<file path="src/rtl/l1_latency_pipe.sv">
module l1_latency_pipe #(
  parameter int DATA_W     = 16,
  parameter int DEPTH      = 128,
  parameter int BXID_W     = 12,
  parameter int FIFO_DEPTH = 8,
  parameter int OVF_W      = 8,
  parameter int LAT_W      = $clog2(DEPTH)
) (
  input  logic              clk,
  input  logic              rst,
  input  logic [LAT_W-1:0]  lat,
  input  logic [DATA_W-1:0] sample_in,
  input  logic              accept,
  output logic [DATA_W-1:0] rd_sample,
  output logic [BXID_W-1:0] rd_bx,
  output logic              rd_valid,
  input  logic              rd_ready,
  output logic              busy,
  output logic [OVF_W-1:0]  overflow_cnt
);
  localparam int FAW = $clog2(FIFO_DEPTH);
  localparam logic [FAW:0] FCAP = FAW'(0) + (FAW+1)'(FIFO_DEPTH);

  logic [DATA_W-1:0] ring [DEPTH];
  logic [LAT_W-1:0]  wp;
  logic [BXID_W-1:0] bx;
  wire  [LAT_W-1:0]  rp = wp - lat;

  logic [DATA_W+BXID_W-1:0] fq [FIFO_DEPTH];
  logic [FAW-1:0] fh, ft;
  logic [FAW:0]   fc;

  assign busy     = (fc == FCAP);
  assign rd_valid = (fc != '0);
  wire push = accept && !busy;
  wire pop  = rd_valid && rd_ready;
  assign {rd_bx, rd_sample} = fq[fh];

  always_ff @(posedge clk) ring[wp] <= sample_in;

  always_ff @(posedge clk) begin
    if (rst) begin
      wp <= '0;
      bx <= '0;
    end else begin
      wp <= wp + 1'b1;
      bx <= bx + 1'b1;
    end
  end

  always_ff @(posedge clk) if (push) fq[ft] <= {bx - BXID_W'(lat), ring[rp]};

  always_ff @(posedge clk) begin
    if (rst) begin
      fh <= '0;
      ft <= '0;
      fc <= '0;
      overflow_cnt <= '0;
    end else begin
      if (push) ft <= ft + 1'b1;
      if (pop)  fh <= fh + 1'b1;
      fc <= fc + (FAW+1)'(push) - (FAW+1)'(pop);
      if (accept && busy && overflow_cnt != '1) overflow_cnt <= overflow_cnt + 1'b1;
    end
  end

  assert_wp_step_R1: assert property (@(posedge clk) disable iff (rst)
    1'b1 |=> wp == $past(wp) + 1'b1);
  assert_push_visible_R2: assert property (@(posedge clk) disable iff (rst)
    accept && !busy |=> rd_valid);
  assert_hold_R5: assert property (@(posedge clk) disable iff (rst)
    rd_valid && !rd_ready |=> rd_valid && $stable(rd_sample) && $stable(rd_bx));
  assert_fifo_bound_R6: assert property (@(posedge clk) disable iff (rst)
    fc <= FCAP);
  assert_no_overflow_R7: assert property (@(posedge clk) disable iff (rst)
    accept && busy && overflow_cnt != '1 |=> overflow_cnt == $past(overflow_cnt) + 1'b1);
endmodule

</file>
<file path="config.mk">
export PLATFORM = sky130hd
export DESIGN_NAME = l1_latency_pipe
export DESIGN_NICKNAME = d
export VERILOG_FILES = /design/src/rtl/l1_latency_pipe.sv
export SDC_FILE = /design/constraint.sdc
export NUM_CORES = 2
export LEC_CHECK = 0
export ABC_AREA = 0
export BUFFER_PORTS_ARGS = -buffer_cell sky130_fd_sc_hd__buf_2
export CAP_MARGIN = 20
export CORE_MARGIN = 5
export CORE_UTILIZATION = 65
export CTS_CLUSTER_SIZE = 20
export DETAILED_ROUTE_END_ITERATION = 16
export PLACE_DENSITY = 0.89
export SYNTH_ARGS = -nofsm -noshare
export SYNTH_HDL_FRONTEND = slang
export SYNTH_SLANG_ARGS = --single-unit
</file>
<file path="constraint.sdc">
create_clock -name clk -period 12.3 [get_ports clk]
set_input_delay 3.075 -clock clk [delete_from_list [all_inputs] [get_ports clk]]
set_output_delay 3.075 -clock clk [all_outputs]
set_load 0.01 [all_outputs]
</file>
==> summary.md <==
The final-layout worst hold slack came out at 0.489 ns. For the worst setup path, the data required time is 12.90 ns. The logs give 11700 for the number of DRC markers after the initial detailed-route iteration and 106 for the pin count of the biggest net entering global routing. In this run the critical register-to-register path is captured at fq[4][13]$_DFFE_PP_. The overall fraction of global-route tracks in use is 37.7%, and the final-layout fill cell count is 6613. Summing all placed instances gives a cell area of 0.0929 mm^2. The dominant cell type by count on the critical path is buf_4. The routed layout has 51200 vias. The flow ran to the end, but the final reports show violations. The tools report the startpoint of the worst register-to-register path as wp[0]$_SDFF_PP0_. Critical path capture point type: a flop. The final-stage net count is 4421, and the net count after synthesis is 4153. The total standard cell area after synthesis was 0.0895 mm^2. For this block, the routed nets add up to 286000 um of wire. The number of cells traversed by the worst register-to-register path came out at 11. For the pin with the worst max-slew slack, the measured transition is 1.75 ns. Of the synthesized area, sequential elements account for 77.1%. The run gives 56 as the distinct cell type count of the synthesized netlist. The worst hold path belongs to the class reg2reg. Setup slack on the worst reg-to-reg path comes out at 5.40 ns. Broken down by cell family, the worst path's largest delay share belongs to compound AO/OA/AOI/OAI gates. The tools report the number of endpoints with negative hold slack in the final report as 0. The largest single stage delay on the critical path is 1.50 ns.

For the number of max-cap violations, the log shows 3. Excluding fillers, the count of instances in the completed layout stands at 6350. At the later pin of the worst-skew pair, clock insertion delay measures 0.90 ns.

Setup repair after global routing left no endpoint under its margin. The worst setup path is of the in2reg kind. The final routed DRC violation total came out at 0.

The total of warnings raised by yosys is 0. Counting every instance in the synthesized netlist gives 4100. The worst hold path depth is 2, and the average cell area after synthesis is 21.8 um^2. The number of antenna violations at the first check in global routing is 19. Summed over all layers, the global routing overflow is 0. Once the floorplan was initialized, standard cells occupied 65.3% of the core. The first TritonRoute pass finished after 10 iterations.

Once the clock tree was built, the resizer swapped 0 gates to a different size. Summed over all cells, the static leakage comes to 31.7 nW. The worst-case IR drop observed on VDD is 0.173 mV. After synthesis, the share of flip-flops with an asynchronous set or reset is 0%. The clock transition at the register clock pins on the worst setup and hold paths after CTS came out at 0.06 ns. In this run the horizontal extent of the chip is 381 um.

The number of failing setup endpoints in the final timing report is 0, and the post-synthesis register bit count is 2312. Total core area: 0.137 mm^2. Power spread over the standard cell area amounts to 185 mW/mm^2. The finished cells cover 0.100 mm^2.

The per-cell via count in the routed design is 8.06, and the global-route wire length before repair is 381000 um. Row generation in the floorplan step produced 136 rows. The TritonCTS buffer count is 205, and the normalized max-slew margin is -17.4%. For the sum of negative setup slack, the log shows 0 ns. In this run the most critical hold path is launched from fh[1]$_SDFFE_PP0P_. After layout, the design draws a total of 18.5 mW.

The total number of H-tree levels is 4, and the signal arrival time at the worst endpoint is 8.87 ns. Once placement completed, the tool counted placed cells totaling 5944. The cell sitting at the root of the clock tree is a clkbuf_16.

For this run, the top clock speed supported by timing is 121 MHz. For this design the top-level I/O count stands at 65. The HPWL after detailed placement was 134000 um; the mean routed wirelength per cell was 45.0 um.

TritonCTS built the clock tree. The deepest clock path buffer count is 3, and the final RePlAce weighted congestion is 0.857. The checks that failed: max-capacitance violations, max-slew violations.

The tools report the worst slack at placement as 3.94 ns. The most common flop cell mapped by yosys was edfxtp_1. The die covers 0.145 mm^2. The minimum clock period after layout was 8.27 ns. STA classifies the critical path startpoint as an input port. The synthesized design contains 2272 enable-type register cells.

The number of global-route vias before repair is 49500. Highest fanout seen on the critical path: 62. The total count of max-transition violations in the final report is 5.

Cells fill 72.9% of the core in the end. The buffering stage count on the worst path with inverters included was 4. The clock arrives with 0.0597 ns of skew. The final cycle utilization of the critical path is 67.2%, and the hold-fix buffer count after cts is 0. The post-route netlist has 27.4% of its cells at a drive strength greater than 1.

Setup slack on the critical path of the routed design comes to 4.03 ns. The run gives 0 as the number of nets with antenna violations after routing. The clock net in this run drives a total of 2312 sinks. The port buffer count was 64. Traced cell by cell, the critical path runs through buf_2 -> ha_4 -> fa_4 -> buf_12 -> buf_4 -> mux4_2 -> nand2_1 -> a32oi_1 -> a21boi_0 -> nor4_1 -> buf_4. The number of setup buffers added after CTS is 0. Compared with the post-synthesis result, the final layout area differs by 11.7%.

The slowest stage of the critical path is the a21boi_0 cell. The die span in y came out at 381 um.
-- area by class of cell --
| class | count | area [um^2] | area share [%] |
|---|---|---|---|
| timing repair buffer | 273 | 2160 | 2.16 |
| antenna | 13 | 32.5 | 0.0325 |
| multi-input combinational | 1553 | 19600 | 19.6 |
| clock inverter | 142 | 1540 | 1.54 |
| tap | 1794 | 2240 | 2.24 |
| clock buffer | 240 | 5350 | 5.35 |
| sequential | 2312 | 69000 | 69.0 |
| inverter | 23 | 86.3 | 0.0863 |
-- power by group --
group	total (mW)	leakage, nW	switching, mW	internal, mW
logic	2.83	7.66	1.79	1.04
clock network	6.82	3.34	3.08	3.74
registers	8.85	20.7	0.0514	8.80
-- placed cells by master (no fill, tap or decap), drive strengths merged, types with 12 or more instances in the layout --
master    netlist  final
mux2           36     36
xor2           19     19
a32oi          43     43
nand4          22     22
and3           13     13
clkinvlp        0     15
bufinv          0     29
nor2          180    180
mux4          604    604
ha             23     23
edfxtp       2272   2272
mux2i          94     94
clkbuf         79    242
buf           133    271
nand2         261    261
nand3         104    104
dfxtp          40     40
nor2b          13     13
diode           0     13
inv            23     31
a21oi          20     20
o21ai          12     12
clkinv          0     90
xnor2          21     21
-- routing by layer --
layer  track usage [%]  vias up  part of all wire, %
li1                  -    17600                    -
met4              23.5       16                  9.9
met5             0.165        -                0.098
met2              58.3     6743                   46
met1              47.2    25000                   28
met3              11.8     1773                   16
-- worst register-to-register path, cell delays in order (launching register included) --
cell      delay, ns
dfxtp_1        0.58
inv_1          0.30
ha_4           0.26
fa_4           1.19
buf_12         0.45
buf_4          0.84
mux4_2         0.56
nand2_1        0.13
a32oi_1        0.31
a21boi_0       1.50
nor4_1         0.21
buf_4          0.28
-- worst max-delay path by stage --
stage,from,end,depth (start not counted)
detailed placement,lat[0],fq[4][9]$_DFFE_PP_,10
global route,lat[0],fq[0][13]$_DFFE_PP_,11
floorplan,accept,fq[0][0]$_DFFE_PP_,2
global placement,lat[0],fq[4][4]$_DFFE_PP_,11
finish,lat[0],fq[4][13]$_DFFE_PP_,11
CTS,lat[0],fq[6][9]$_DFFE_PP_,10
-- cells in the mapped netlist (all sizes together), types with 5 or more instances --
cell,n,area share (%)
a21boi,6,0.050
clkbuf,79,0.33
inv,23,0.096
xnor2,21,0.23
or3,9,0.063
buf,133,0.82
and3,13,0.091
mux2,36,0.45
o21ai,12,0.067
nor3,9,0.050
a31oi,9,0.063
nand2,261,1.1
a32oi,43,0.42
nand2b,5,0.035
mux4,604,15
nor2b,13,0.091
edfxtp,2272,76
nand4,22,0.15
ha,23,0.32
a311oi,9,0.095
mux2i,94,1.1
nand3,104,0.58
nor4,5,0.035
xor2,19,0.19
nor2,180,0.76
dfxtp,40,0.89
o22ai,5,0.035
a21oi,20,0.12
-- kinds of logic (layout without fill, tap and decap cells) --
| kind of cell | count (synthesis) | after routing | synth area share, % |
|---|---|---|---|
| xor+xnor | 40 | 40 | 0.421 |
| fa+ha+maj | 26 | 26 | 0.389 |
| simple gates | 631 | 631 | 3.04 |
| mux | 734 | 734 | 16.8 |
| flops | 2312 | 2312 | 77.1 |
| compound gates | 122 | 122 | 1.01 |
| buf+inv | 235 | 678 | 1.24 |
| other cells | 0 | 13 | 0 |
-- sequential cells by signal (all words and copies together) (netlist names), named ones only --
signal,cells
ring,2048
fq,224
bx,12
overflow_cnt,8
wp,7
fc,4
fh,3
ft,3
Power figures use the tool's default switching activity.
